**src/rtl/crc32_pkg.sv**
```systemverilog
package crc32_pkg;
  localparam int unsigned CRC_W = 32;
  typedef logic [CRC_W-1:0] crc_t;

  // reflected form of 0x04C11DB7
  localparam crc_t POLY_REFL = 32'hEDB88320;
  localparam crc_t SEED      = 32'hFFFFFFFF;
  // register content after data plus its own check word, reflected
  localparam crc_t RESIDUE   = 32'hDEBB20E3;

  typedef enum logic {
    MODE_GEN   = 1'b0,
    MODE_CHECK = 1'b1
  } mode_e;
endpackage

```
**src/rtl/crc32_xor_net.sv**
```systemverilog
module crc32_xor_net
  import crc32_pkg::*;
#(
  parameter int unsigned DATA_W = 32
) (
  input  crc_t              crc_i,
  input  logic [DATA_W-1:0] data_i,
  output crc_t              crc_o
);
  crc_t stage [DATA_W+1];

  assign stage[0] = crc_i;

  // one reflected shift per input bit; the chain flattens into an XOR net
  for (genvar b = 0; b < DATA_W; b++) begin : g_bit
    logic fb;
    assign fb = stage[b][0] ^ data_i[b];
    assign stage[b+1] = {1'b0, stage[b][CRC_W-1:1]} ^ (fb ? POLY_REFL : '0);
  end

  assign crc_o = stage[DATA_W];
endmodule

```
**src/rtl/crc32_state.sv**
```systemverilog
module crc32_state
  import crc32_pkg::*;
#(
  parameter int unsigned DATA_W = 32
) (
  input  logic              clk_i,
  input  logic              rst_ni,
  input  logic              valid_i,
  input  logic              start_i,
  input  logic [DATA_W-1:0] data_i,
  output crc_t              crc_next_o
);
  crc_t crc_q;
  crc_t base;

  assign base = start_i ? SEED : crc_q;

  crc32_xor_net #(.DATA_W(DATA_W)) u_net (
    .crc_i  (base),
    .data_i (data_i),
    .crc_o  (crc_next_o)
  );

  always_ff @(posedge clk_i or negedge rst_ni) begin
    if (!rst_ni)      crc_q <= SEED;
    else if (valid_i) crc_q <= crc_next_o;
  end

  AST_IDLE_HOLD: assert property (@(posedge clk_i) disable iff (!rst_ni)
    !valid_i |=> $stable(crc_q));
endmodule

```
**src/rtl/crc32_result.sv**
```systemverilog
module crc32_result
  import crc32_pkg::*;
(
  input  logic clk_i,
  input  logic rst_ni,
  input  logic fire_i,
  input  logic check_i,
  input  crc_t crc_next_i,
  output crc_t crc_o,
  output logic crc_valid_o,
  output logic good_o
);
  always_ff @(posedge clk_i or negedge rst_ni) begin
    if (!rst_ni) begin
      crc_o       <= '0;
      crc_valid_o <= 1'b0;
      good_o      <= 1'b0;
    end else begin
      crc_valid_o <= fire_i;
      if (fire_i) begin
        crc_o  <= ~crc_next_i;
        good_o <= (mode_e'(check_i) == MODE_CHECK) && (crc_next_i == RESIDUE);
      end
    end
  end

  AST_STROBE_SET: assert property (@(posedge clk_i) disable iff (!rst_ni)
    fire_i |=> crc_valid_o);
  AST_STROBE_CLR: assert property (@(posedge clk_i) disable iff (!rst_ni)
    !fire_i |=> !crc_valid_o);
  AST_GOOD_VALUE: assert property (@(posedge clk_i) disable iff (!rst_ni)
    good_o |-> crc_o == ~RESIDUE);
  AST_GOOD_MODE: assert property (@(posedge clk_i) disable iff (!rst_ni)
    (fire_i && !check_i) |=> !good_o);
  AST_RESULT_HOLD: assert property (@(posedge clk_i) disable iff (!rst_ni)
    !fire_i |=> ($stable(crc_o) && $stable(good_o)));
endmodule

```
**src/rtl/crc32_frame_engine.sv**
```systemverilog
module crc32_frame_engine
  import crc32_pkg::*;
#(
  parameter int unsigned DATA_W = 32
) (
  input  logic              clk_i,
  input  logic              rst_ni,
  input  logic              valid_i,
  input  logic              start_i,
  input  logic              last_i,
  input  logic              check_i,
  input  logic [DATA_W-1:0] data_i,
  output logic [CRC_W-1:0]  crc_o,
  output logic              crc_valid_o,
  output logic              good_o
);
  crc_t crc_next;
  logic fire;

  assign fire = valid_i & last_i;

  crc32_state #(.DATA_W(DATA_W)) u_state (
    .clk_i      (clk_i),
    .rst_ni     (rst_ni),
    .valid_i    (valid_i),
    .start_i    (start_i),
    .data_i     (data_i),
    .crc_next_o (crc_next)
  );

  crc32_result u_result (
    .clk_i       (clk_i),
    .rst_ni      (rst_ni),
    .fire_i      (fire),
    .check_i     (check_i),
    .crc_next_i  (crc_next),
    .crc_o       (crc_o),
    .crc_valid_o (crc_valid_o),
    .good_o      (good_o)
  );

  AST_RESET_QUIET: assert property (@(posedge clk_i)
    !rst_ni |-> (!crc_valid_o && !good_o));
endmodule

```
**config.mk**
```make
export PLATFORM = sky130hd
export DESIGN_NAME = crc32_frame_engine
export DESIGN_NICKNAME = d
export VERILOG_FILES = /design/src/rtl/crc32_pkg.sv /design/src/rtl/crc32_xor_net.sv /design/src/rtl/crc32_state.sv /design/src/rtl/crc32_result.sv /design/src/rtl/crc32_frame_engine.sv
export SDC_FILE = /design/constraint.sdc
export NUM_CORES = 1
export LEC_CHECK = 0
export BUFFER_PORTS_ARGS = -buffer_cell sky130_fd_sc_hd__buf_2
export CAP_MARGIN = 20
export CORE_AREA = 8 8 117 119
export CTS_BUF_LIST = sky130_fd_sc_hd__clkbuf_4 sky130_fd_sc_hd__clkbuf_8
export CTS_CLUSTER_DIAMETER = 80
export DETAILED_ROUTE_END_ITERATION = 10
export DIE_AREA = 0 0 125 127
export PLACE_DENSITY = 0.75
export SLEW_MARGIN = 20
export SYNTH_ARGS = -nofsm -noshare
export SYNTH_HDL_FRONTEND = slang
export SYNTH_SLANG_ARGS = --single-unit
export TNS_END_PERCENT = 10
```
**constraint.sdc**
```tcl
create_clock -name clk_i -period 5.77 [get_ports clk_i]
set_input_delay 1.154 -clock clk_i [delete_from_list [all_inputs] [get_ports clk_i]]
set_output_delay 1.154 -clock clk_i [all_outputs]
set_load 0.02 [all_outputs]
```
* Word level (Yosys, flattened, before mapping)
Cells that the tools add are included.
** Cells by class
- Bitwise operators :: 66
- Mux-type cells :: 33
- Equality and inequality tests :: 1
- Reductions and logical operators :: 1
** Operators by type and width (number)
- 32-bit 2-to-1 mux :: 33
- 31-bit by 32-bit bitwise XOR with 32-bit output :: 32
- 32-bit == test (second input constant) :: 1
- 32-bit NOT :: 1
- 1-bit bitwise XOR :: 32
- 1-bit bitwise AND :: 1
- 1-bit logical AND :: 1
** Word-level totals
- Flip-flop bits (word level) :: 66
- Logic and storage cells :: 105
- Output and inout port bits :: 34

* Depth between registers and ports, before layout
Gate-level depths: netlist of run 1.
- Depth after elaboration :: 99
- Gate-level depth with buffers :: 17

* Modules after synthesis
Synthesis of run 1 repeated with hierarchy kept, for this count alone.
** Second synthesis, totals
- Cells, all modules :: 486
- Area, all modules :: 6367.4 µm²
** By module, submodules not included
- crc32_xor_net :: seq. area each 0.0 µm², cells an instance 267, area an instance 3355.7 µm², instances 1
- crc32_state :: seq. area each 840.8 µm², cells an instance 103, area an instance 1596.5 µm², instances 1
- crc32_result :: seq. area each 850.8 µm², cells an instance 115, area an instance 1408.9 µm², instances 1
- crc32_frame_engine :: seq. area each 0.0 µm², cells an instance 1, area an instance 6.3 µm², instances 1

* Worst setup path before layout of run 1
OpenSTA, ideal clock, no wires.
- Path kind :: input to register
- From :: in data_i[0]
- To :: reg u_result.good_o
- Library setup time :: 0.103 ns
- Stages on the path :: 12
- Arrival time :: 4.954 ns
- Path slack :: 0.712 ns
- Cells stage by stage :: buf_4 -> xnor2_2 -> xor2_2 -> xnor3_1 -> xnor2_2 -> xor2_2 -> xnor3_2 -> xor2_2 -> xnor3_1 -> nor4_1 -> nand4b_1 -> o41ai_2
** RTL lines
- from (decl) :: RTL line crc32_frame_engine.sv:12 : input logic [DATA_W-1:0] data_i,
- 1-bit bitwise XOR (*) :: RTL line crc32_xor_net.sv:17 : assign fb = stage[b][0] ^ data_i[b];
- 32-bit 2-to-1 mux (*) :: RTL line crc32_xor_net.sv:18 : assign stage[b+1] = {1'b0, stage[b][CRC_W-1:1]} ^ (fb ? POLY_REFL : '0);
- 31-bit by 32-bit bitwise XOR with 32-bit output (*) (6 in a row) :: RTL line crc32_xor_net.sv:18
- 1-bit bitwise XOR or 31-bit by 32-bit bitwise XOR with 32-bit output (tied branches) :: RTL line crc32_xor_net.sv:17, crc32_xor_net.sv:18
- 32-bit 2-to-1 mux or 31-bit by 32-bit bitwise XOR with 32-bit output (tied branches) :: RTL line crc32_xor_net.sv:18
- 31-bit by 32-bit bitwise XOR with 32-bit output (*) (6 in a row) :: RTL line crc32_xor_net.sv:18
- 1-bit bitwise XOR or 31-bit by 32-bit bitwise XOR with 32-bit output (tied branches) :: RTL line crc32_xor_net.sv:17, crc32_xor_net.sv:18
- 32-bit 2-to-1 mux or 31-bit by 32-bit bitwise XOR with 32-bit output (tied branches) :: RTL line crc32_xor_net.sv:18
- [... 10 more ...]
- 32-bit 2-to-1 mux (tied with other cells) :: RTL line crc32_xor_net.sv:18
- 31-bit by 32-bit bitwise XOR with 32-bit output (*) (10 in a row) :: RTL line crc32_xor_net.sv:18
- 1-bit bitwise XOR (*) :: RTL line crc32_xor_net.sv:17
- 32-bit 2-to-1 mux (*) :: RTL line crc32_xor_net.sv:18
- 31-bit by 32-bit bitwise XOR with 32-bit output (*) :: RTL line crc32_xor_net.sv:18
- named net crc_next[31] :: RTL line crc32_frame_engine.sv:17 : crc_t crc_next;
- 32-bit == test (*) :: RTL line crc32_result.sv:22 : good_o <= (mode_e'(check_i) == MODE_CHECK) && (crc_next_i == RESIDUE);
- 1-bit logical AND (*) :: RTL line crc32_result.sv:22
- to (signal assigned) :: RTL line crc32_result.sv:22
- to (decl) :: RTL line crc32_result.sv:11 : output logic good_o
Mark *: on every way through the listed nets, which the timed path passes. The rest lies on a longest branch.
A chain may end at the register's enable or synchronous reset.

* Worst setup path in the final report of run 1
- From :: in start_i
- To :: reg u_result.good_o
** Between the ends
- Longest elaborated chain between the ends :: 47
** Ends and longest elaborated chain
- from (decl) :: RTL line crc32_frame_engine.sv:9 : input logic start_i,
- 32-bit 2-to-1 mux (*) :: RTL line crc32_state.sv:16 : assign base = start_i ? SEED : crc_q;
- 1-bit bitwise XOR or 31-bit by 32-bit bitwise XOR with 32-bit output (tied branches) :: RTL line crc32_xor_net.sv:17, crc32_xor_net.sv:18
- 32-bit 2-to-1 mux or 1-bit bitwise XOR (tied branches) :: RTL line crc32_xor_net.sv:18, crc32_xor_net.sv:17
- 31-bit by 32-bit bitwise XOR with 32-bit output (*) (6 in a row) :: RTL line crc32_xor_net.sv:18
- 1-bit bitwise XOR or 31-bit by 32-bit bitwise XOR with 32-bit output (tied branches) :: RTL line crc32_xor_net.sv:17, crc32_xor_net.sv:18
- 32-bit 2-to-1 mux or 1-bit bitwise XOR (tied branches) :: RTL line crc32_xor_net.sv:18, crc32_xor_net.sv:17
- 31-bit by 32-bit bitwise XOR with 32-bit output (*) (6 in a row) :: RTL line crc32_xor_net.sv:18
- 1-bit bitwise XOR or 31-bit by 32-bit bitwise XOR with 32-bit output (tied branches) :: RTL line crc32_xor_net.sv:17, crc32_xor_net.sv:18
- [... 15 more ...]
- 1-bit bitwise XOR or 31-bit by 32-bit bitwise XOR with 32-bit output (tied branches) :: RTL line crc32_xor_net.sv:17, crc32_xor_net.sv:18
- 32-bit 2-to-1 mux or 1-bit bitwise XOR (tied branches) :: RTL line crc32_xor_net.sv:18, crc32_xor_net.sv:17
- 31-bit by 32-bit bitwise XOR with 32-bit output (*) (6 in a row) :: RTL line crc32_xor_net.sv:18
- 1-bit bitwise XOR or 31-bit by 32-bit bitwise XOR with 32-bit output (tied branches) :: RTL line crc32_xor_net.sv:17, crc32_xor_net.sv:18
- 32-bit 2-to-1 mux or 1-bit bitwise XOR (tied branches) :: RTL line crc32_xor_net.sv:18, crc32_xor_net.sv:17
- 31-bit by 32-bit bitwise XOR with 32-bit output (*) (2 in a row) :: RTL line crc32_xor_net.sv:18
- 32-bit == test (*) :: RTL line crc32_result.sv:22
- 1-bit logical AND (*) :: RTL line crc32_result.sv:22
Mark *: on every way between the ends. The rest lies on a longest branch, timed or not.

==> results of run 1 <==
cells by family after synthesis:
kind of cell | Yosys count
simple gates | 86
flops | 66
mux | 33
fa+ha+maj | 1
xor+xnor | 298
compound gates | 35
buf+inv | 25
synth_stat cells, types with 2 or more instances:
cell / number
sky130_fd_sc_hd__nand2_1: 22
sky130_fd_sc_hd__xor3_2: 2
sky130_fd_sc_hd__xnor3_1: 43
sky130_fd_sc_hd__inv_1: 2
sky130_fd_sc_hd__xnor2_4: 3
sky130_fd_sc_hd__nor2_2: 2
sky130_fd_sc_hd__nand4_1: 2
sky130_fd_sc_hd__mux2_2: 32
sky130_fd_sc_hd__dfstp_2: 32
sky130_fd_sc_hd__clkbuf_1: 10
sky130_fd_sc_hd__xor3_1: 9
sky130_fd_sc_hd__a21oi_1: 14
sky130_fd_sc_hd__xnor2_1: 160
sky130_fd_sc_hd__buf_2: 6
sky130_fd_sc_hd__xnor3_2: 4
sky130_fd_sc_hd__buf_4: 5
sky130_fd_sc_hd__nor4_1: 2
sky130_fd_sc_hd__xnor2_2: 25
sky130_fd_sc_hd__o21ai_0: 18
sky130_fd_sc_hd__nand4b_1: 2
sky130_fd_sc_hd__xor2_1: 48
sky130_fd_sc_hd__dfrtp_1: 34
sky130_fd_sc_hd__xor2_2: 4
sky130_fd_sc_hd__nor2_1: 51
cell usage in the layout (no fill, tap or decap), types with 10 or more instances in the layout:
master and count:
sky130_fd_sc_hd__a21oi_1 14, sky130_fd_sc_hd__buf_2 71, sky130_fd_sc_hd__buf_4 34, sky130_fd_sc_hd__clkbuf_8 10, sky130_fd_sc_hd__dfrtp_1 34, sky130_fd_sc_hd__dfstp_2 32
sky130_fd_sc_hd__mux2_2 32, sky130_fd_sc_hd__nand2_1 22, sky130_fd_sc_hd__nor2_1 51, sky130_fd_sc_hd__o21ai_0 18, sky130_fd_sc_hd__xnor2_1 160, sky130_fd_sc_hd__xnor2_2 25
sky130_fd_sc_hd__xnor3_1 43, sky130_fd_sc_hd__xor2_1 48
worst paths after layout:
kind	slack (ns)	start	cells after the start	end
worst max-delay path	0.58	start_i	14	u_result.good_o
worst min-delay path	0.48	u_result.crc_o[16]	2	u_result.crc_o[16]
worst max register to register	1.05	u_state.crc_q[5]	12	u_result.good_o
worst min register to register	0.48	u_result.crc_o[16]	2	u_result.crc_o[16]
max in group asynchronous	4.26	rst_ni	2	u_result.crc_valid_o
min in group asynchronous	0.97	rst_ni	2	u_result.crc_o[16]
cell type report:
type / instances / area share
Clock buffer: 12 / 0.0207
Clock inverter: 4 / 0.0134
Inverter: 3 / 0.00152
Multi-Input combinational cell: 453 / 0.628
Sequential cell: 66 / 0.229
Tap cell: 147 / 0.0249
Timing Repair Buffer: 105 / 0.0826
stage by stage:
step / hold WS (ns) / instance area, µm² / instances
floorplan: 0.452 / 6450 / 544
global placement: 0.458 / 7140 / 774
detailed placement: 0.468 / 7140 / 774
CTS: 0.483 / 7390 / 790
global route: 0.501 / 7390 / 790
finish: 0.481 / 7390 / 790
sequential cells by signal, indices dropped and copies added, names as in the netlist:
register	cells
u_result.crc_o	32
u_state.crc_q	32
u_result.crc_valid_o	1
u_result.good_o	1
critical path, cell delays in order:
cell	delay (ns)
sky130_fd_sc_hd__buf_2	0.33
sky130_fd_sc_hd__buf_4	0.31
sky130_fd_sc_hd__nor2_1	0.09
sky130_fd_sc_hd__xor2_1	0.20
sky130_fd_sc_hd__xnor3_2	0.56
sky130_fd_sc_hd__xor2_2	0.40
sky130_fd_sc_hd__xnor3_1	0.46
sky130_fd_sc_hd__xor2_1	0.17
sky130_fd_sc_hd__buf_4	0.20
sky130_fd_sc_hd__xnor2_1	0.30
sky130_fd_sc_hd__xnor3_1	0.49
sky130_fd_sc_hd__nor4_1	0.31
sky130_fd_sc_hd__nand4b_1	0.15
sky130_fd_sc_hd__o41ai_2	0.31
layer usage:
| layer | global-route usage | wire, µm | vias up | share of wire |
|---|---|---|---|---|
| li1 | - | - | 1965 | - |
| met1 | 0.299 | 7950 | 2109 | 0.45 |
| met2 | 0.375 | 8350 | 146 | 0.47 |
| met3 | 0.0358 | 819 | 32 | 0.046 |
| met4 | 0.0809 | 504 | 0 | 0.029 |
| met5 | 0 | 0 | - | 0 |
==> impl_metrics.sql, run 1 <==
INSERT INTO impl_metrics (metric_group, metric, value, unit) VALUES
('timing', 'timing.slew.headroom', '0.383', ''),
('finish', 'area.growth.synth_to_final', '14.5', '%'),
('yosys', 'synthesis.yosys.warnings', '0', ''),
('yosys', 'synth_xor_area_frac', '0.574', ''),
('timing', 'worst-slew-pin-transition', '0.925', 'ns'),
('timing', 'finalWorstPathRequiredPeriod', '5.19', 'ns'),
('yosys', 'flip_flop_cell_with_the_highest_count_after_synthesis', 'sky130_fd_sc_hd__dfrtp_1', ''),
('global_route', 'grt_first_pass_wirelength', '27.4', 'mm'),
('timing', 'finalMaxSlewViolations', '0', ''),
('cts', 'worstSkewPairLatency', '0.35', 'ns'),
('cts', 'cts_tree', 'yes', ''),
('global_route', 'overflow', '0', ''),
('drt', 'routed_via_density', '5.38', ''),
('die', 'boundaryPins', '72', ''),
('timing', 'rsz0062_at_grt', 'false', ''),
('yosys', 'main_combinational_cell_family_by_area_after_synthesis', 'XOR/XNOR gates', ''),
('drt', 'first_pass_iteration_count_of_the_detailed_router', '5', ''),
('placed_design', 'numPortBuffers', '71', ''),
('global_route', 'track_usage', '0.228', ''),
('yosys', 'gate_count_of_the_mapped_netlist', '544', ''),
('yosys', 'synth.avg_cell_area', '11.9', 'µm²'),
('cts', 'ctsLongestPathBuffers', '2', ''),
('cts', 'cts_root_buffer', 'sky130_fd_sc_hd__clkbuf_8', ''),
('finish', 'final_core_utilization', '0.626', ''),
('cts', 'holdBufCountCts', '0', ''),
('finish', 'nets', '677', ''),
('global_route', 'largest_net_degree_at_the_start_of_global_routing', '67', ''),
('drt', 'avgRoutedWirePerCell', '22.3', 'µm'),
('die', 'std_cell_rows', '40', ''),
('cts', 'clk_pin_slew', '0.07', 'ns'),
('drt', 'dr.first_iter.drc_count', '285', ''),
('yosys', 'netlist_top_cells_area', 'sky130_fd_sc_hd__xnor2_1 (22%), sky130_fd_sc_hd__xnor3_1 (15%), sky130_fd_sc_hd__dfrtp_1 (13%), sky130_fd_sc_hd__dfstp_2 (13%), sky130_fd_sc_hd__xor2_1 (6.5%)', ''),
('setup_path', 'startpoint_type', 'input pin', ''),
('timing', 'clock_skew', '0.00845', 'ns'),
('drt', 'total_vias_in_the_final_route', '4252', ''),
('yosys', 'synth-edff-count', '0', ''),
('flow_run', 'maxCapViolations', '0', ''),
('cts', 'cts.repair_timing.setup_buffer_count', '0', ''),
('placed_design', 'post-place-ws', '0.293', 'ns'),
('yosys', 'netlist_area', '0.00645', 'mm²'),
('yosys', 'synth_cell_type_count', '36', ''),
('timing', 'finalSetupViolations', '0', ''),
('setup_path', 'worstPathArrival', '5.44', 'ns'),
('yosys', 'compound_gate_portion_of_the_synthesized_area', '0.0297', ''),
('global_route', 'vias_in_the_first_global_route', '4511', ''),
('finish', 'antenna_cells_inserted', '0', ''),
('timing', 'timing.final.hold_violations', '0', ''),
('yosys', 'synth.ff_latch_count', '66', ''),
('placed_design', 'hpwl', '14.5', 'mm'),
('setup_path', 'crit_path_max_fanout', '23', ''),
('timing', 'max_freq', '193', 'MHz'),
('yosys', 'synth_fa_ha_area_frac', '0.00194', ''),
('drt', 'drc', '0', ''),
('finish', 'layout.area.seq', '0.00169', 'mm²'),
('placed_design', 'gpl.final_weighted_congestion', '0.935', ''),
('yosys', 'ys_async_sr_fraction', '1.00', ''),
('yosys', 'syn-num-nets', '583', ''),
('cts', 'cts_made_buffers', '9', ''),
('hold_path', 'min_path_type', 'flip-flop to flip-flop', ''),
('drt', 'detail_route.wirelength', '17.6', 'mm'),
('yosys', 'synth_simple_gate_area_frac', '0.0561', ''),
('yosys', 'synth_sequential_area_ratio', '0.262', ''),
('global_route', 'antenna_found_initial', '0', ''),
('yosys', 'synth_largest_type_area_fraction', '0.217', ''),
('run_status', 'outcome', 'finished, final reports clean', ''),
('die', 'design.die.area', '0.0159', 'mm²'),
('die', 'die_y', '127', 'µm'),
('timing', 'period_share', '0.900', ''),
('die', 'initial_utilization', '0.546', ''),
('die', 'fp.dieW', '125', 'µm'),
('cts', 'cts-resized-gates', '0', '');
Power of run 1 is not shown: default switching activity piles up to over one toggle a cycle in this logic, so the estimate is an artifact.
==> inputs of run 2 (changes only) <==
Settings changed: CORE_AREA 8 8 117 119 to 8 8 120 122, DIE_AREA 0 0 125 127 to 0 0 128 130, PLACE_DENSITY 0.75 to 0.72.
Clock period 5.77 ns to 6 ns, I/O delays scaled along.
==> run 2 against run 1 <==
Net effect:
- clock-buffer cell count decreased by 2
- setup slack got worse by 0.038 ns
- sequential share of layout area increased by 0.58 points
- utilization decreased by 4.5 points
- first-iteration DRC count increased by 18%
- critical path depth decreased by 1
- worst hold slack improved by 0.0023 ns
- cell area decreased by 2.5%
- die area increased by 4.8%
- highest routed layer unchanged
==> impl_metrics.sql, run 2 (synthesis gave the netlist of run 1 again) <==
INSERT INTO impl_metrics (metric_group, metric, value, unit) VALUES
('cts', 'cts-resized-gates', '0', ''),
('finish', 'nets', '658', ''),
('global_route', 'vias_in_the_first_global_route', '4454', ''),
('hold_path', 'min_path_type', 'flip-flop to flip-flop', ''),
('timing', 'setup_total_negative_slack', '0', 'ns'),
('timing', 'timing.hold.ws', '0.484', 'ns'),
('drt', 'avgRoutedWirePerCell', '21.2', 'µm'),
('setup_path', 'crit_path_max_fanout', '25', ''),
('setup_path', 'cp_data_required_time', '6.24', 'ns'),
('cts', 'worstSkewPairLatency', '0.34', 'ns'),
('drt', 'detail_route.wirelength', '16.9', 'mm'),
('finish', 'antenna_cells_inserted', '0', ''),
('drt', 'first_pass_iteration_count_of_the_detailed_router', '5', ''),
('global_route', 'grt_first_pass_wirelength', '26.6', 'mm'),
('timing', 'finalMaxSlewViolations', '0', ''),
('finish', 'multi_input_area', '0.00464', 'mm²'),
('setup_path', 'crit_slowest_cell', 'sky130_fd_sc_hd__xor3_2', ''),
('setup_path', 'regToRegSetupSlack', '1.14', 'ns'),
('timing', 'clock_skew', '0.00604', 'ns'),
('setup_path', 'worst_r2r_startpoint', 'u_state.crc_q[0]', ''),
('setup_path', 'worst-path-buf-inv', '1', ''),
('cts', 'cts_root_buffer', 'sky130_fd_sc_hd__clkbuf_8', ''),
('setup_path', 'cp_slowest_stage_delay', '0.66', 'ns'),
('timing', 'finalSetupViolations', '0', ''),
('run_status', 'outcome', 'finished, final reports clean', ''),
('global_route', 'track_usage', '0.215', ''),
('setup_path', 'cp_cell_sequence', 'buf_2 -> nor2_1 -> xnor2_2 -> xnor3_1 -> xnor3_2 -> xor3_2 -> xnor2_1 -> xor3_2 -> xnor2_4 -> xnor3_1 -> nor4_1 -> nand4b_1 -> o41ai_2', ''),
('placed_design', 'post-place-ws', '0.246', 'ns'),
('die', 'fp.dieW', '128', 'µm'),
('global_route', 'largest_net_degree_at_the_start_of_global_routing', '67', ''),
('die', 'std_cell_rows', '41', ''),
('hold_path', 'min_delay_worst_endpoint', 'u_result.crc_o[16]', ''),
('timing', 'worst-slew-pin-transition', '0.988', 'ns'),
('hold_path', 'min_from', 'u_result.crc_o[16]', ''),
('setup_path', 'reg2regPathDepth', '13', ''),
('cts', 'cts_made_buffers', '9', ''),
('setup_path', 'critical_path_class', 'input pin to flip-flop', ''),
('hold_path', 'hold-path-cell-count', '2', ''),
('global_route', 'antenna_found_initial', '0', ''),
('timing', 'timing.final.hold_violations', '0', ''),
('global_route', 'overflow', '0', ''),
('timing', 'rsz0062_at_grt', 'false', ''),
('timing', 'timing.slew.headroom', '0.339', ''),
('flow_run', 'maxCapViolations', '0', ''),
('die', 'design.die.area', '0.0166', 'mm²'),
('finish', 'mostFrequentLayoutCells', 'sky130_fd_sc_hd__xnor2_1 (160), sky130_fd_sc_hd__buf_2 (71), sky130_fd_sc_hd__nor2_1 (51), sky130_fd_sc_hd__xor2_1 (48), sky130_fd_sc_hd__xnor3_1 (43)', ''),
('finish', 'drive_gt1_frac', '0.333', ''),
('cts', 'cts.repair_timing.setup_buffer_count', '0', ''),
('setup_path', 'timing.critical_path.max_delay_family', 'XOR/XNOR gates', ''),
('placed_design', 'numPortBuffers', '71', ''),
('cts', 'holdBufCountCts', '0', ''),
('finish', 'filler_cell_count', '1087', ''),
('drt', 'routed_via_density', '5.17', ''),
('die', 'boundaryPins', '72', ''),
('timing', 'max_freq', '183', 'MHz'),
('finish', 'area.growth.synth_to_final', '11.7', '%'),
('setup_path', 'startpoint_type', 'input pin', ''),
('drt', 'dr.first_iter.drc_count', '335', ''),
('cts', 'clk_pin_slew', '0.07', 'ns'),
('finish', 'reg_top3', 'u_result.crc_o: 32 flops, u_state.crc_q: 32 flops', ''),
('placed_design', 'gpl.final_weighted_congestion', '0.905', ''),
('timing', 'postLayoutSetupSlackWorst', '0.538', 'ns'),
('die', 'placeableCoreArea', '0.0124', 'mm²'),
('setup_path', 'worstPathArrival', '5.71', 'ns'),
('cts', 'ctsLongestPathBuffers', '2', ''),
('cts', 'tritoncts_num_sinks', '66', ''),
('drt', 'drc', '0', ''),
('drt', 'total_vias_in_the_final_route', '4118', ''),
('setup_path', 'crit_path_end_kind', 'flip-flop', ''),
('die', 'die_y', '130', 'µm'),
('timing', 'period_share', '0.910', ''),
('drt', 'final_antenna_net_count', '0', ''),
('finish', 'final_core_utilization', '0.580', ''),
('finish', 'layout.area.seq', '0.00169', 'mm²'),
('cts', 'cts_max_level', '3', ''),
('die', 'initial_utilization', '0.520', ''),
('timing', 'finalWorstPathRequiredPeriod', '5.46', 'ns'),
('cts', 'cts_tree', 'yes', ''),
('finish', 'layout_commonest_cell', 'sky130_fd_sc_hd__xnor2_1', ''),
('setup_path', 'rr_endpoint', 'u_result.good_o', ''),
('placed_design', 'hpwl', '13.8', 'mm');
## run 2: worst max path at each step
stage          startpoint               to  slack, ns  cells after the start
2_1_floorplan   data_i[0]  u_result.good_o       0.90                     12
3_3_place_gp      start_i  u_result.good_o       0.38                     12
3_5_place_dp      start_i  u_result.good_o       0.25                     13
4_1_cts           start_i  u_result.good_o       0.60                     13
5_1_grt           start_i  u_result.good_o       0.35                     13
6_report          start_i  u_result.good_o       0.54                     13
## run 2: stage by stage
step           cells  instance area, µm²
4_1_cts          796                7200
3_3_place_gp     780                7030
6_report         796                7200
2_1_floorplan    544                6450
5_1_grt          796                7200
3_5_place_dp     780                7030
## run 2: area by class of cell
class                   count  share of cell area
repair buffers             86              0.0650
clock inverters             6             0.00573
flip-flops and latches     66               0.235
multi-input cells         453               0.644
inverters                   3             0.00156
well taps                 172              0.0299
clock buffers              10              0.0191
## run 2: worst register-to-register path: cells and delay by family (launching register included)
kind | cells | cell delay, ns
AND/OR/NAND/NOR | 3 | 0.76
flip-flops | 1 | 0.71
AO/OA/AOI/OAI | 1 | 0.29
XOR/XNOR | 8 | 2.85
buffers and inverters | 1 | 0.17
## run 2: metal layers
| metal | up-vias | routed length [µm] | global-route usage |
|---|---|---|---|
| li1 | 1925 | - | - |
| met2 | 145 | 7870 | 0.340 |
| met3 | 16 | 1060 | 0.0461 |
| met5 | - | 0 | 0 |
| met4 | 0 | 296 | 0.0622 |
| met1 | 2032 | 7670 | 0.291 |
Power of run 2 is left out for the same reason.
==> inputs of run 3 (changes only) <==
Settings changed: CORE_AREA 8 8 120 122 to 8 8 108 110, DIE_AREA 0 0 128 130 to 0 0 116 118, PLACE_DENSITY 0.72 to 0.87.
==> run 3 against run 2 <==
Net effect:
- setup slack better by 0.11 ns
- sequential share of layout area down 0.065 points
- cell area grew 0.28%
- die area shrank 18%
- cell count is 4.5% lower
- maximum frequency up 2.0%
- via count grew 1.7%
- non-clock buffer count decreased by 1
- flip-flop and latch count is the same
- global-route usage increased by 4.8 points
- utilization grew 14 points
- first-iteration DRC count up 10%
- critical endpoint unchanged
==> impl_metrics.sql, run 3 (synthesis gave the netlist of run 1 again) <==
INSERT INTO impl_metrics (metric_group, metric, value, unit) VALUES
('setup_path', 'startpoint_type', 'input pin', ''),
('drt', 'avgRoutedWirePerCell', '22.7', 'µm'),
('timing', 'timing.final.hold_violations', '0', ''),
('run_status', 'outcome', 'finished, final reports clean', ''),
('flow_run', 'maxCapViolations', '0', ''),
('placed_design', 'gpl.final_weighted_congestion', '0.946', ''),
('global_route', 'largest_net_degree_at_the_start_of_global_routing', '67', ''),
('drt', 'drc', '0', ''),
('timing', 'rsz0062_at_grt', 'false', ''),
('cts', 'cts_max_level', '3', ''),
('hold_path', 'hold-path-cell-count', '2', ''),
('global_route', 'grt_first_pass_wirelength', '26.7', 'mm'),
('hold_path', 'min_path_type', 'flip-flop to flip-flop', ''),
('cts', 'cts.repair_timing.setup_buffer_count', '0', ''),
('setup_path', 'cp_data_required_time', '6.26', 'ns'),
('cts', 'holdBufCountCts', '0', ''),
('drt', 'dr.first_iter.drc_count', '370', ''),
('cts', 'worstSkewPairLatency', '0.36', 'ns'),
('cts', 'cts_root_buffer', 'sky130_fd_sc_hd__clkbuf_8', ''),
('finish', 'multi_input_area', '0.00464', 'mm²'),
('setup_path', 'worstPathArrival', '5.61', 'ns'),
('placed_design', 'hpwl', '13.8', 'mm'),
('cts', 'cts-resized-gates', '0', ''),
('timing', 'finalSetupViolations', '0', ''),
('die', 'placeableCoreArea', '0.0100', 'mm²'),
('cts', 'ctsLongestPathBuffers', '2', ''),
('setup_path', 'regToRegSetupSlack', '1.16', 'ns'),
('die', 'boundaryPins', '72', ''),
('timing', 'worst-slew-pin-transition', '0.916', 'ns'),
('finish', 'layout_commonest_cell', 'sky130_fd_sc_hd__xnor2_1', ''),
('die', 'std_cell_rows', '37', ''),
('global_route', 'overflow', '0', ''),
('drt', 'total_vias_in_the_final_route', '4190', ''),
('finish', 'filler_cell_count', '734', ''),
('cts', 'clk_pin_slew', '0.07', 'ns'),
('timing', 'timing.slew.headroom', '0.390', ''),
('timing', 'setup_total_negative_slack', '0', 'ns'),
('timing', 'max_freq', '187', 'MHz'),
('drt', 'detail_route.wirelength', '17.2', 'mm'),
('drt', 'final_antenna_net_count', '0', ''),
('setup_path', 'rr_endpoint', 'u_result.good_o', ''),
('die', 'fp.dieW', '116', 'µm'),
('cts', 'cts_made_buffers', '9', ''),
('timing', 'finalWorstPathRequiredPeriod', '5.35', 'ns'),
('global_route', 'antenna_found_initial', '1', ''),
('setup_path', 'critical_path_class', 'input pin to flip-flop', ''),
('die', 'die_y', '118', 'µm'),
('global_route', 'vias_in_the_first_global_route', '4535', ''),
('timing', 'finalMaxSlewViolations', '0', ''),
('finish', 'mostFrequentLayoutCells', 'sky130_fd_sc_hd__xnor2_1 (160), sky130_fd_sc_hd__buf_2 (71), sky130_fd_sc_hd__nor2_1 (51), sky130_fd_sc_hd__xor2_1 (48), sky130_fd_sc_hd__xnor3_1 (43)', ''),
('drt', 'first_pass_iteration_count_of_the_detailed_router', '5', ''),
('timing', 'period_share', '0.892', ''),
('hold_path', 'min_from', 'u_result.crc_o[16]', ''),
('setup_path', 'crit_path_max_fanout', '17', ''),
('die', 'design.die.area', '0.0137', 'mm²'),
('cts', 'tritoncts_num_sinks', '66', ''),
('setup_path', 'worst_r2r_startpoint', 'u_state.crc_q[2]', ''),
('global_route', 'track_usage', '0.263', ''),
('die', 'initial_utilization', '0.645', ''),
('drt', 'routed_via_density', '5.51', ''),
('placed_design', 'numPortBuffers', '71', ''),
('setup_path', 'crit_path_end_kind', 'flip-flop', ''),
('cts', 'cts_tree', 'yes', ''),
('finish', 'drive_gt1_frac', '0.332', ''),
('finish', 'layout.area.seq', '0.00169', 'mm²'),
('finish', 'reg_top3', 'u_result.crc_o: 32 flops, u_state.crc_q: 32 flops', ''),
('finish', 'final_core_utilization', '0.722', ''),
('finish', 'area.growth.synth_to_final', '12.0', '%'),
('finish', 'nets', '657', ''),
('setup_path', 'reg2regPathDepth', '12', ''),
('hold_path', 'min_delay_worst_endpoint', 'u_result.crc_o[16]', ''),
('timing', 'clock_skew', '0.0124', 'ns');
-- run 3: cell count changes in the layout (fill, tap and decap cells not counted) --
| cell | before | now |
|---|---|---|
| sky130_fd_sc_hd__clkinvlp_4 | 3 | 1 |
| sky130_fd_sc_hd__buf_4 | 15 | 14 |
| sky130_fd_sc_hd__diode_2 | 0 | 1 |
| sky130_fd_sc_hd__bufinv_16 | 0 | 3 |
| sky130_fd_sc_hd__clkinv_2 | 2 | 1 |
-- run 3: area by class of cell --
type,count,area share
Clock inverter,6,0.0154
Clock buffer,10,0.0191
Multi-Input combinational cell,453,0.642
Inverter,3,0.00156
Sequential cell,66,0.234
Antenna cell,1,0.000346
Timing Repair Buffer,85,0.0637
Tap cell,136,0.0236
-- run 3: how the worst max path moves through the flow --
stage | from | end | slack (ns) | depth (start not counted)
5_1_grt | start_i | u_result.good_o | 0.52 | 13
4_1_cts | start_i | u_result.good_o | 0.71 | 13
2_1_floorplan | data_i[0] | u_result.good_o | 0.90 | 12
3_3_place_gp | start_i | u_result.good_o | 0.49 | 13
3_5_place_dp | start_i | u_result.good_o | 0.31 | 13
6_report | start_i | u_result.good_o | 0.65 | 13
-- run 3: critical path, stage by stage --
cell and delay (ns):
sky130_fd_sc_hd__buf_2 0.28, sky130_fd_sc_hd__nor2_1 0.14, sky130_fd_sc_hd__xnor2_2 0.31, sky130_fd_sc_hd__xnor3_1 0.40, sky130_fd_sc_hd__xnor3_2 0.30, sky130_fd_sc_hd__xor3_2 0.46, sky130_fd_sc_hd__xnor2_1 0.27, sky130_fd_sc_hd__xor3_2 0.66
sky130_fd_sc_hd__xnor2_4 0.34, sky130_fd_sc_hd__xnor3_1 0.49, sky130_fd_sc_hd__nor4_1 0.28, sky130_fd_sc_hd__nand4b_1 0.17, sky130_fd_sc_hd__o41ai_2 0.29
-- run 3: metrics by stage --
| step | std cells | hold WS, ns | area, µm² | worst slack (ns) |
|---|---|---|---|---|
| floorplan | 544 | 0.452 | 6450 | 0.896 |
| global placement | 743 | 0.457 | 6970 | 0.493 |
| detailed placement | 743 | 0.462 | 6970 | 0.313 |
| CTS | 759 | 0.489 | 7220 | 0.707 |
| global route | 759 | 0.513 | 7220 | 0.518 |
| finish | 760 | 0.486 | 7220 | 0.646 |
-- run 3: routing by layer --
metal  global-route usage  wire length, µm
met5                    0                0
met4               0.0965              377
met3               0.0441             1250
met2                0.428             8590
met1                0.342             7000
Power of run 3 is left out for the same reason.
